[config.mk]
export PLATFORM = sky130hd
export DESIGN_NAME = wcb_array
export DESIGN_NICKNAME = d
export VERILOG_FILES = /design/src/rtl/wcb_pkg.sv /design/src/rtl/wcb_line.sv /design/src/rtl/wcb_order.sv /design/src/rtl/wcb_drain.sv /design/src/rtl/wcb_array.sv
export SDC_FILE = /design/constraint.sdc
export NUM_CORES = 2
export LEC_CHECK = 0
export BUFFER_PORTS_ARGS = -buffer_cell sky130_fd_sc_hd__buf_2
export CORE_MARGIN = 8
export CORE_UTILIZATION = 45
export DETAILED_ROUTE_END_ITERATION = 10
export SLEW_MARGIN = 5
export SYNTH_ARGS = -nofsm -noshare
export SYNTH_HDL_FRONTEND = slang
export SYNTH_SLANG_ARGS = --single-unit
[constraint.sdc]
create_clock -name clk -period 8.1 [get_ports clk]
set_input_delay 1.62 -clock clk [delete_from_list [all_inputs] [get_ports clk]]
set_output_delay 1.62 -clock clk [all_outputs]
set_load 0.03 [all_outputs]
[src/rtl/wcb_pkg.sv]
package wcb_pkg;
  // Control state of the array: free to accept stores, or draining on a flush
  typedef enum logic {
    FL_OFF = 1'b0,
    FL_ON  = 1'b1
  } flush_st_e;
endpackage

[src/rtl/wcb_line.sv]
module wcb_line #(
  parameter int TAG_W      = 26,
  parameter int LINE_BYTES = 64,
  parameter int BEAT_BYTES = 8,
  localparam int BEATS     = LINE_BYTES / BEAT_BYTES,
  localparam int BEAT_W    = $clog2(BEATS)
) (
  input  logic                      clk,
  input  logic                      rst_n,
  input  logic                      alloc_i,
  input  logic                      wr_i,
  input  logic                      clr_i,
  input  logic [TAG_W-1:0]          tag_i,
  input  logic [BEAT_W-1:0]         beat_i,
  input  logic [BEAT_BYTES*8-1:0]   data_i,
  input  logic [BEAT_BYTES-1:0]     be_i,
  output logic                      vld_o,
  output logic [TAG_W-1:0]          tag_o,
  output logic [LINE_BYTES-1:0]     mask_o,
  output logic [LINE_BYTES*8-1:0]   data_o
);
  logic                    vld_q, vld_n;
  logic [TAG_W-1:0]        tag_q;
  logic [LINE_BYTES-1:0]   mask_q, mask_n;
  logic [LINE_BYTES*8-1:0] data_q, data_n;
  logic                    data_en;

  assign data_en = alloc_i | wr_i;

  always_comb begin
    vld_n  = vld_q;
    mask_n = mask_q;
    data_n = data_q;
    if (clr_i) begin
      vld_n  = 1'b0;
      mask_n = '0;
    end
    if (alloc_i) begin
      vld_n  = 1'b1;
      mask_n = '0;
    end
    if (data_en) begin
      for (int b = 0; b < BEAT_BYTES; b++) begin
        if (be_i[b]) begin
          mask_n[int'(beat_i) * BEAT_BYTES + b] = 1'b1;
          data_n[(int'(beat_i) * BEAT_BYTES + b) * 8 +: 8] = data_i[b*8 +: 8];
        end
      end
    end
  end

  always_ff @(posedge clk or negedge rst_n) begin
    if (!rst_n) begin
      vld_q  <= 1'b0;
      mask_q <= '0;
    end else begin
      vld_q  <= vld_n;
      mask_q <= mask_n;
    end
  end

  // Payload storage carries no reset: it is only read under a valid mask
  always_ff @(posedge clk) begin
    if (data_en) data_q <= data_n;
    if (alloc_i) tag_q  <= tag_i;
  end

  assign vld_o  = vld_q;
  assign tag_o  = tag_q;
  assign mask_o = mask_q;
  assign data_o = data_q;
endmodule

[src/rtl/wcb_order.sv]
module wcb_order #(
  parameter int NUM_BUF = 6,
  localparam int IDX_W  = $clog2(NUM_BUF),
  localparam int CNT_W  = $clog2(NUM_BUF + 1)
) (
  input  logic             clk,
  input  logic             rst_n,
  input  logic             push_i,
  input  logic [IDX_W-1:0] push_idx_i,
  input  logic             pop_i,
  output logic [IDX_W-1:0] head_o,
  output logic [CNT_W-1:0] cnt_o
);
  logic [IDX_W-1:0] q_q [NUM_BUF];
  logic [IDX_W-1:0] q_n [NUM_BUF];
  logic [CNT_W-1:0] cnt_q, cnt_n, wpos;

  always_comb begin
    for (int i = 0; i < NUM_BUF; i++) q_n[i] = q_q[i];
    cnt_n = cnt_q;
    if (pop_i) begin
      for (int i = 0; i < NUM_BUF - 1; i++) q_n[i] = q_q[i+1];
      cnt_n = cnt_q - CNT_W'(1);
    end
    wpos = cnt_n;
    if (push_i) begin
      for (int i = 0; i < NUM_BUF; i++) begin
        if (CNT_W'(i) == wpos) q_n[i] = push_idx_i;
      end
      cnt_n = cnt_n + CNT_W'(1);
    end
  end

  always_ff @(posedge clk or negedge rst_n) begin
    if (!rst_n) begin
      for (int i = 0; i < NUM_BUF; i++) q_q[i] <= '0;
      cnt_q <= '0;
    end else if (push_i || pop_i) begin
      for (int i = 0; i < NUM_BUF; i++) q_q[i] <= q_n[i];
      cnt_q <= cnt_n;
    end
  end

  assign head_o = q_q[0];
  assign cnt_o  = cnt_q;
endmodule

[src/rtl/wcb_drain.sv]
module wcb_drain #(
  parameter int LINE_BYTES = 64,
  parameter int BEAT_BYTES = 8,
  localparam int BEATS     = LINE_BYTES / BEAT_BYTES,
  localparam int BEAT_W    = $clog2(BEATS)
) (
  input  logic                  clk,
  input  logic                  rst_n,
  input  logic                  start_i,
  input  logic [LINE_BYTES-1:0] mask_i,
  input  logic                  bus_ready_i,
  output logic                  active_o,
  output logic [BEAT_W-1:0]     beat_o,
  output logic [BEAT_BYTES-1:0] be_o,
  output logic                  burst_o,
  output logic                  last_o,
  output logic                  done_o
);
  logic              active_q, active_n;
  logic              full_q, full_n;
  logic [BEAT_W-1:0] cur_q, cur_n;
  logic [BEATS-1:0]  has;
  logic [BEAT_W-1:0] sel;
  logic              found, more;

  // Pick the first chunk at or after the pointer that holds a valid byte;
  // a full line has every chunk populated, so it walks all beats in order
  always_comb begin
    sel   = '0;
    found = 1'b0;
    more  = 1'b0;
    for (int i = 0; i < BEATS; i++) has[i] = |mask_i[i*BEAT_BYTES +: BEAT_BYTES];
    for (int i = 0; i < BEATS; i++) begin
      if (!found && i >= int'(cur_q) && has[i]) begin
        sel   = BEAT_W'(i);
        found = 1'b1;
      end
    end
    for (int i = 0; i < BEATS; i++) begin
      if (i > int'(sel) && has[i]) more = 1'b1;
    end
  end

  assign active_o = active_q;
  assign beat_o   = sel;
  assign be_o     = mask_i[int'(sel)*BEAT_BYTES +: BEAT_BYTES];
  assign burst_o  = full_q;
  assign last_o   = !more;
  assign done_o   = active_q && bus_ready_i && !more;

  always_comb begin
    active_n = active_q;
    full_n   = full_q;
    cur_n    = cur_q;
    if (start_i) begin
      active_n = 1'b1;
      full_n   = &mask_i;
      cur_n    = '0;
    end else if (active_q && bus_ready_i) begin
      if (!more) active_n = 1'b0;
      else       cur_n    = sel + BEAT_W'(1);
    end
  end

  always_ff @(posedge clk or negedge rst_n) begin
    if (!rst_n) begin
      active_q <= 1'b0;
      full_q   <= 1'b0;
      cur_q    <= '0;
    end else begin
      active_q <= active_n;
      full_q   <= full_n;
      cur_q    <= cur_n;
    end
  end
endmodule

[src/rtl/wcb_array.sv]
module wcb_array
  import wcb_pkg::*;
#(
  parameter int ADDR_W     = 32,
  parameter int NUM_BUF    = 6,
  parameter int LINE_BYTES = 64,
  parameter int BEAT_BYTES = 8
) (
  input  logic                    clk,
  input  logic                    rst_n,
  input  logic                    st_valid,
  output logic                    st_ready,
  input  logic [ADDR_W-1:0]       st_addr,
  input  logic [BEAT_BYTES*8-1:0] st_data,
  input  logic [BEAT_BYTES-1:0]   st_be,
  input  logic                    flush_req,
  output logic                    flush_done,
  output logic                    bus_valid,
  input  logic                    bus_ready,
  output logic [ADDR_W-1:0]       bus_addr,
  output logic [BEAT_BYTES*8-1:0] bus_data,
  output logic [BEAT_BYTES-1:0]   bus_be,
  output logic                    bus_burst,
  output logic                    bus_last
);
  localparam int BEATS  = LINE_BYTES / BEAT_BYTES;
  localparam int BEAT_W = $clog2(BEATS);
  localparam int OFF_W  = $clog2(LINE_BYTES);
  localparam int BOFF_W = $clog2(BEAT_BYTES);
  localparam int TAG_W  = ADDR_W - OFF_W;
  localparam int IDX_W  = $clog2(NUM_BUF);
  localparam int CNT_W  = $clog2(NUM_BUF + 1);
  localparam int DATA_W = BEAT_BYTES * 8;

  logic [TAG_W-1:0]        st_tag;
  logic [BEAT_W-1:0]       st_beat;
  logic                    unused_low;
  logic [NUM_BUF-1:0]      vld, hit_vec, alloc_vec, wr_vec, clr_vec;
  logic [TAG_W-1:0]        tag_a  [NUM_BUF];
  logic [LINE_BYTES-1:0]   mask_a [NUM_BUF];
  logic [LINE_BYTES*8-1:0] data_a [NUM_BUF];
  logic                    hit, have_free, any_be, idle, accept, push, need_room, start_ev;
  logic [IDX_W-1:0]        free_idx, head_idx;
  logic [CNT_W-1:0]        cnt;
  logic                    drain_active, drain_done;
  logic [BEAT_W-1:0]       beat_sel;
  flush_st_e               fl_q, fl_n;

  assign st_tag     = st_addr[ADDR_W-1:OFF_W];
  assign st_beat    = st_addr[OFF_W-1:BOFF_W];
  assign unused_low = ^st_addr[BOFF_W-1:0];
  assign any_be     = |st_be;

  always_comb begin
    hit_vec   = '0;
    have_free = 1'b0;
    free_idx  = '0;
    for (int i = 0; i < NUM_BUF; i++) begin
      hit_vec[i] = vld[i] && (tag_a[i] == st_tag);
      if (!vld[i] && !have_free) begin
        have_free = 1'b1;
        free_idx  = IDX_W'(i);
      end
    end
  end
  assign hit = |hit_vec;

  // Stores are taken only when nothing is draining and room is known
  assign idle      = !drain_active && (fl_q == FL_OFF) && !flush_req;
  assign st_ready  = idle && (!any_be || hit || have_free);
  assign accept    = st_valid && st_ready;
  assign push      = accept && any_be && !hit;
  assign need_room = st_valid && idle && any_be && !hit && !have_free;
  assign start_ev  = !drain_active && (cnt != '0) && ((fl_q == FL_ON) || need_room);

  always_comb begin
    for (int i = 0; i < NUM_BUF; i++) begin
      wr_vec[i]    = accept && any_be && hit_vec[i];
      alloc_vec[i] = push && (free_idx == IDX_W'(i));
      clr_vec[i]   = drain_done && (head_idx == IDX_W'(i));
    end
  end

  for (genvar g = 0; g < NUM_BUF; g++) begin : g_line
    wcb_line #(
      .TAG_W      (TAG_W),
      .LINE_BYTES (LINE_BYTES),
      .BEAT_BYTES (BEAT_BYTES)
    ) u_line (
      .clk     (clk),
      .rst_n   (rst_n),
      .alloc_i (alloc_vec[g]),
      .wr_i    (wr_vec[g]),
      .clr_i   (clr_vec[g]),
      .tag_i   (st_tag),
      .beat_i  (st_beat),
      .data_i  (st_data),
      .be_i    (st_be),
      .vld_o   (vld[g]),
      .tag_o   (tag_a[g]),
      .mask_o  (mask_a[g]),
      .data_o  (data_a[g])
    );
  end

  wcb_order #(.NUM_BUF(NUM_BUF)) u_order (
    .clk        (clk),
    .rst_n      (rst_n),
    .push_i     (push),
    .push_idx_i (free_idx),
    .pop_i      (drain_done),
    .head_o     (head_idx),
    .cnt_o      (cnt)
  );

  wcb_drain #(
    .LINE_BYTES (LINE_BYTES),
    .BEAT_BYTES (BEAT_BYTES)
  ) u_drain (
    .clk         (clk),
    .rst_n       (rst_n),
    .start_i     (start_ev),
    .mask_i      (mask_a[head_idx]),
    .bus_ready_i (bus_ready),
    .active_o    (drain_active),
    .beat_o      (beat_sel),
    .be_o        (bus_be),
    .burst_o     (bus_burst),
    .last_o      (bus_last),
    .done_o      (drain_done)
  );

  assign bus_valid = drain_active;
  assign bus_addr  = {tag_a[head_idx], beat_sel, {BOFF_W{1'b0}}};
  assign bus_data  = data_a[head_idx][int'(beat_sel)*DATA_W +: DATA_W];

  assign flush_done = (fl_q == FL_ON) && (cnt == '0) && !drain_active;

  always_comb begin
    fl_n = fl_q;
    if (fl_q == FL_ON) begin
      if (flush_done) fl_n = FL_OFF;
    end else if (flush_req) begin
      fl_n = FL_ON;
    end
  end

  always_ff @(posedge clk or negedge rst_n) begin
    if (!rst_n) fl_q <= FL_OFF;
    else        fl_q <= fl_n;
  end
endmodule

[After elaboration in Yosys (flattened, before gate mapping)]
Index checks and enable logic that the tools add are counted.
Word-level totals
  bits in registers: 3645
  latch bits: 0
  memory bits (writable): 0
  bits in read-only memories: 0
  bits of input ports: 109
  output and inout bits: 109
  word-level logic and storage cells: 641
  memories kept: 0
Cells by class
  $add $sub $neg: 18
  multipliers: 0
  div/mod/pow operators: 0
  magnitude comparators: 31
  eq/ne operators: 22
  shift-type cells: 18
  muxes and demuxes: 334
  bitwise logic cells: 56
  reductions and logical operators: 127
Operators with widths (number)
  $mux 512: 92
  $bwmux 512: 48
  $mux 64: 110
  $shift 8x33->512 const A: 8
  $shiftx 8x33->512: 8
  $or 64x64->64: 42
  $bmux 512 s3: 1
  $shiftx 512x10->64: 1
  $or 64x57->64: 6
  $neg 32->33: 7
  $ge 32x1->1 const B: 7
  $lt 32x8->1 const B: 7
  $bmux 64 s3: 1
  $eq 26x26->1: 6
  $bmux 26 s3: 1
  $logic_and 1x1->1: 74
  $reduce_or 8->1: 9
  $reduce_and 64->1: 1
  $shiftx 64x7->8: 1
  $mux 3: 19
  $mux 26: 2
  $mux 1: 48
  $demux 1 s6: 7
  $neg 9->33: 1
  36 further kinds: 99

[Logic depth before layout (Yosys ltp)]
  word-level depth: 72
  gate-level depth with buffers: 30
  gate-level depth less buffers: 21

[Cells and area by module]
From an unflattened synthesis, not the netlist that was laid out.
Second synthesis, totals
  cells, all modules: 11494
  area, all modules: 171202.9 um^2
Modules (own cells, without submodules)
  wcb_line at g_line[1].u_line ...: instances 4, cells each 1415, area an instance 22875.7 um^2, sequential area each 17782.1 um^2
  wcb_array: instances 1, cells each 2732, area an instance 31446.4 um^2, sequential area each 25.0 um^2
  wcb_line at g_line[5].u_line: instances 1, cells each 1417, area an instance 22774.3 um^2, sequential area each 17782.1 um^2
  wcb_line at g_line[0].u_line: instances 1, cells each 1411, area an instance 22765.6 um^2, sequential area each 17782.1 um^2
  wcb_drain: instances 1, cells each 173, area an instance 1417.6 um^2, sequential area each 125.1 um^2
  wcb_order: instances 1, cells each 101, area an instance 1296.2 um^2, sequential area each 525.5 um^2

[Worst setup path before layout]
No wires, ideal clock.
  kind: input-to-reg
  start: in st_addr[19]
  end: reg g_line[3].u_line.data_q[432] (enable)
  arrival time: 6.921 ns
  data required time: 7.730 ns
  setup slack: 0.809 ns
  stages: 12
  buffers on the path: 4
  cells stage by stage: clkbuf_1 xor2_1 nor4_1 nand4_1 nand2_1 or4_1 clkbuf_1 nor4_1 nor2_1 clkbuf_1 buf_1 nor2_1
Between the ends
  longest elaborated chain between the ends: 11
  elaborated cells between the ends (all ways): 23
  classes of those cells: 6 x eq/ne; 1 x bitwise; 16 x reduce/logical
Ends and longest elaborated chain
  from (decl): RTL line wcb_array.sv:13  | input logic [ADDR_W-1:0] st_addr,
  $eq 26x26->1: RTL line wcb_array.sv:59  | hit_vec[i] = vld[i] && (tag_a[i] == st_tag);
  $logic_and 1x1->1: RTL line wcb_array.sv:59
  $reduce_or 6->1 *: RTL line wcb_array.sv:66  | assign hit = |hit_vec;
  $logic_or 1x1->1 (2 in a row): RTL line wcb_array.sv:70  | assign st_ready = idle && (!any_be || hit || have_free);
  $logic_and 1x1->1: RTL line wcb_array.sv:70
  $logic_and 1x1->1: RTL line wcb_array.sv:71  | assign accept = st_valid && st_ready;
  $logic_and 1x1->1: RTL line wcb_array.sv:72  | assign push = accept && any_be && !hit;
  $logic_and 1x1->1 *: RTL line wcb_array.sv:72
  $logic_and 1x1->1 *: RTL line wcb_array.sv:79  | alloc_vec[i] = push && (free_idx == IDX_W'(i));
  net g_line[3].u_line.alloc_i: RTL line wcb_line.sv:10  | input logic alloc_i,
  $or 1x1->1 *: RTL line wcb_line.sv:28  | assign data_en = alloc_i | wr_i;
  to (signal assigned): RTL line wcb_line.sv:64  | if (data_en) data_q <= data_n;
  to (decl): RTL line wcb_line.sv:25  | logic [LINE_BYTES*8-1:0] data_q, data_n;
Mark *: on every way through the listed nets, which the timed path passes. The rest lies on a longest branch.
A chain may end at the register's enable or synchronous reset.

[Worst setup path after layout]
  start: reg u_order.q_q, in the netlist u_order.head_o[0]
  end: out bus_data[26]
Between the ends
  longest elaborated chain between the ends: 35
  elaborated cells between the ends (all ways): 51
  classes of those cells: 1 x shift; 20 x mux; 1 x bitwise; 29 x reduce/logical
Ends and longest elaborated chain
  from (decl): RTL line wcb_order.sv:14  | logic [IDX_W-1:0] q_q [NUM_BUF];
  $not 3->4 (not written as such) *: RTL line wcb_array.sv:123, wcb_array.sv:135
  $bmux 64 s3: RTL line wcb_array.sv:123  | .mask_i (mask_a[head_idx]),
  $mux 64 (not written as such) (2 in a row): RTL line wcb_array.sv:123
  $reduce_or 8->1: RTL line wcb_drain.sv:32  | for (int i = 0; i < BEATS; i++) has[i] = |mask_i[i*BEAT_BYTES +: BEAT_BYTES];
  $logic_and 1x1->1: RTL line wcb_drain.sv:34  | if (!found && i >= int'(cur_q) && has[i]) begin
  $mux 1: RTL line wcb_drain.sv:34
  $logic_not 1->1: RTL line wcb_drain.sv:34
  $logic_and 1x1->1 (2 in a row): RTL line wcb_drain.sv:34
  [16 not listed]
  $mux 1: RTL line wcb_drain.sv:34
  $logic_not 1->1: RTL line wcb_drain.sv:34
  $logic_and 1x1->1 (2 in a row): RTL line wcb_drain.sv:34
  $mux 1: RTL line wcb_drain.sv:34
  $logic_not 1->1: RTL line wcb_drain.sv:34
  $logic_and 1x1->1: RTL line wcb_drain.sv:34
  $mux 3: RTL line wcb_drain.sv:34
  $shiftx 512x10->64 *: RTL line wcb_array.sv:135  | assign bus_data = data_a[head_idx][int'(beat_sel)*DATA_W +: DATA_W];
  to (decl): RTL line wcb_array.sv:21  | output logic [BEAT_BYTES*8-1:0] bus_data,
Mark *: on every way between the ends. The rest lies on a longest branch, timed or not. The select of a mux whose other input is x is not followed.

==> flow_metrics.tcl <==
set metrics [dict create \
    cts.root.buffer_cell "sky130_fd_sc_hd__clkbuf_16" \
    rsz0062_at_grt "true" \
    globalRouteTotalUtil_pct 24.5 \
    globalRoute.totalOverflow 0 \
    synth_area_um2 151000 \
    relSlewSlack_pct 20.5 \
    synth_area_leaders "sky130_fd_sc_hd__edfxtp_1 64%, sky130_fd_sc_hd__mux4_2 9.3%, sky130_fd_sc_hd__dfrtp_1 6.9%, sky130_fd_sc_hd__mux2i_1 3.7%, sky130_fd_sc_hd__o2bb2ai_1 2.2%" \
    worst_r2r_path_depth 24 \
    period_needed_ns 8.07 \
    critical_path_max_stage_delay_ns 0.60 \
    report.final.setup_viol 0 \
    muxShareOfSynthArea_pct 13.3 \
    synth_top_cell_by_area "sky130_fd_sc_hd__edfxtp_1" \
    critPathMaxFanout 10 \
    uppermost_signal_routing_layer_after_detailed_routing "met5" \
    route.detailed.wl_per_inst_um 31.9 \
    met3WireLength_um 40900 \
    floorplan.core_area_um2 336000 \
    report.final.hold_viol_count 0 \
    synth_simple_gate_area_share_pct 6.08 \
    first_global_vias 87600 \
    share_of_final_layout_standard_cells_stronger_than_drive_strength_1_pct 19.5 \
    pin_count 218 \
    finish.utilization_pct 51.3 \
    fin_skew_ns 0.0693 \
    detail_route.first_pass.iterations 5 \
    cts-root-to-sink-buffers 4 \
    routed_wl_um 448000 \
    met1Wirelength_um 181000 \
    yosys.area_share.adder_pct 0.141 \
    main_combinational_cell_family_by_area_after_synthesis "multiplexers" \
    postSynthAreaPerCell_um2 16.8 \
    irDropWorstVdd_mv 0.693 \
    timing.hold.worst.class "reg2reg" \
    tritoncts_buffers 378 \
    row_count 213 \
    dominantRegCellSynth "sky130_fd_sc_hd__edfxtp_1" \
    crit_required_ns 6.48 \
    path_common_cell "sky130_fd_sc_hd__or4_4" \
    number_of_distinct_library_cell_variants_in_the_gate_level_netlist_after_synthesis 78 \
    layout_nets 9421 \
    power_per_cell_area_nw_per_um2 364 \
    synthXorXnorAreaFrac_pct 0.920 \
    netlist_instances 9028 \
    synth_common_cells "3228 x sky130_fd_sc_hd__edfxtp_1, 623 x sky130_fd_sc_hd__mux4_2, 613 x sky130_fd_sc_hd__nor2_1, 563 x sky130_fd_sc_hd__mux2i_1, 534 x sky130_fd_sc_hd__nand2_1" \
    tritoncts "done" \
    crit_share_post_route_pct 99.7 \
    worst_ep_arrival_time_ns 6.45 \
    syn_warnings 0 \
    crit_path_end_kind "output pin" \
    count_of_flip_flops_with_a_built_in_enable_after_synthesis 3228 \
    cts_hold_buffers 0 \
    critPathSlowestCell "sky130_fd_sc_hd__or4_4" \
    clk_pin_slew_worst_paths_ns 0.06 \
    detail_route.vias_per_cell 6.25 \
    compound_gate_fraction_of_synth_area_pct 6.76 \
    syn_to_final_growth_pct 13.8 \
    outcome "complete, no violations" \
    grt_max_degree 175 \
    critPathKind "reg2out" \
    drt_drc_violations_left 0 \
    postSynth.asyncResetShare_pct 11.4 \
    initial_utilization_pct 45.1 \
    yosysSeqAreaShare_pct 71.0 \
    dieWidth_um 596 \
    grt_pass1_wl_um 637000 \
    io_buffers 211 \
    power.leakage_nw 58.9 \
    vias 87800 \
    clock_insertion_delay_worst_skew_ns 0.97 \
    achievable-frequency_ghz 0.124 \
    ys_seq_elements 3645 \
    place_hpwl_um 273000 \
    cts.sink_count 3645 \
    layout.filler_cells 27200 \
    die_footprint_um2 355000 \
    placement.setup.worst_slack_ns -0.299 \
    maxCapViolations 0 \
    setup_slack_ns 0.0268 \
    post_layout_cell_count 14100 \
    worstSetupStartpointType "flip-flop" \
    gp_congestion 0.853 \
    max_slew_violation_total_from_the_final_report 0 \
    floorplan.die.height_um 596 \
    dp_cells 13300 \
    routed_wl_met2_um 210000 \
    fin_hold_ws_ns 0.479 \
    timing.hold.worst_path_depth 1 \
    ant_nets 0 \
    cts_htree_levels 5 \
    netlist.area_leader.share_pct 64.1 \
    worst_slew_pin_slew_ns 1.18 \
    synth_most_common_cell "sky130_fd_sc_hd__edfxtp_1" \
    crit_path_cell_trace "buf_12 > buf_4 > mux4_2 > or4_4 > o31ai_4 > a41oi_4 > or4_4 > or3_4 > o21a_4 > inv_12 > buf_16 > mux2_2 > a211oi_1 > nand4_1 > buf_6 > buf_2" \
    drt_iter0_markers 9881 \
    power_mw 62.7 \
    number_of_antenna_violations_at_the_first_check_in_global_routing 67 \
]
-- critical path, delay by kind of cell (launching register included) --
kind	cells	cell delay (ns)
flops	1	0.53
mux	2	0.84
simple gates	4	2.06
compound gates	4	0.98
buf+inv	6	1.09
-- state kept, by name (all words and copies together) (netlist names) --
signal                count
g_line.u_line.data_o   3072
g_line.u_line.tag_o     156
u_order.q_q              15
u_order.head_o            3
u_order.cnt_o             3
u_drain.burst_o           1
u_drain.cur_q             3
g_line.u_line.vld_o       6
g_line.u_line.mask_o    384
u_drain.active_o          1
fl_q                      1
-- cells by family (layout without fill, tap and decap cells) --
| logic type | count (synthesis) | count (layout) |
|---|---|---|
| AOI/OAI and AO/OA | 1361 | 1361 |
| xor gates and xnor gates | 159 | 159 |
| adders and majority gates | 17 | 17 |
| buffers and inverters | 688 | 1268 |
| DFF | 3645 | 3645 |
| muxes | 1223 | 1223 |
| other | 1 | 43 |
| and+or+nand+nor | 1934 | 1934 |
-- layout make-up --
class                      instances  area (um2)  area share, %
clock buffer                     475       10100           5.85
sequential                      3645      107000           62.4
inverter                          22         113         0.0654
clock inverter                   220        2260           1.31
timing repair buffer             551        4900           2.84
antenna                           40         100         0.0581
tap                             4407        5510           3.20
multi-input combinational       4697       41800           24.3
-- layout by cell type (no fill, tap or decap), drive strengths merged, types with 11 or more instances in the layout --
| master | instances |
|---|---|
| clkbuf | 479 |
| and2 | 515 |
| nand2 | 534 |
| ha | 17 |
| nand3 | 72 |
| nand2b | 12 |
| a31oi | 63 |
| a211oi | 70 |
| mux2 | 37 |
| a2111oi | 75 |
| buf | 544 |
| mux2i | 563 |
| o211ai | 335 |
| nor4 | 64 |
| bufinv | 36 |
| xor2 | 55 |
| edfxtp | 3228 |
| nand4 | 42 |
| o2bb2ai | 386 |
| clkinv | 157 |
| diode | 40 |
| a21oi | 133 |
| nor2 | 613 |
| mux4 | 623 |
| xnor2 | 104 |
| clkinvlp | 14 |
| o21ai | 162 |
| or4 | 14 |
| o221a | 11 |
| nor3 | 22 |
| dfrtp | 417 |
| inv | 35 |
| a311oi | 57 |
| a32oi | 11 |
-- metrics by stage --
step                cell area [um2]  TNS [ns]
finish                       172000         0
global route                 172000   -0.0941
CTS                          172000   -0.0628
detailed placement           159000    -0.316
global placement             159000    -0.286
floorplan                    151000         0
-- report_power, final --
| group | total, mW | switching [mW] | internal [mW] |
|---|---|---|---|
| Clock | 17.4 | 7.38 | 9.99 |
| Combinational | 24.7 | 16.1 | 8.60 |
| Sequential | 20.6 | 0.156 | 20.5 |
-- layer usage --
| metal | vias to the layer above | global-route usage (%) |
|---|---|---|
| li1 | 36500 | - |
| met1 | 46200 | 34.2 |
| met2 | 4223 | 38.5 |
| met3 | 844 | 5.06 |
| met4 | 24 | 8.35 |
| met5 | - | 0 |
-- worst paths after layout --
kind | from | to | slack, ns
setup reg to reg | u_order.head_o[0]$_DFFE_PN0P_ | g_line[3].u_line.mask_o[51]$_DFF_PN0_ | 1.43
hold / removal | g_line[2].u_line.mask_o[57]$_DFF_PN0_ | g_line[2].u_line.mask_o[57]$_DFF_PN0_ | 0.48
hold reg to reg | g_line[2].u_line.mask_o[57]$_DFF_PN0_ | g_line[2].u_line.mask_o[57]$_DFF_PN0_ | 0.48
setup / recovery | u_order.head_o[0]$_DFFE_PN0P_ | bus_data[26] | 0.03
max in group asynchronous | rst_n | u_order.head_o[1]$_DFFE_PN0P_ | 5.72
min in group asynchronous | rst_n | g_line[2].u_line.mask_o[45]$_DFF_PN0_ | 0.72
-- what timing repair did --
item / in CTS / in global routing
cloned: 3 / 3
endpoints found under the setup margin: 73 / 56
pin swaps: 7 / 8
setup buffers: 30 / 12
hold endpoints to repair: 0 / 0
resized for setup: 64 / 43
Power figures use the tool's default switching activity.
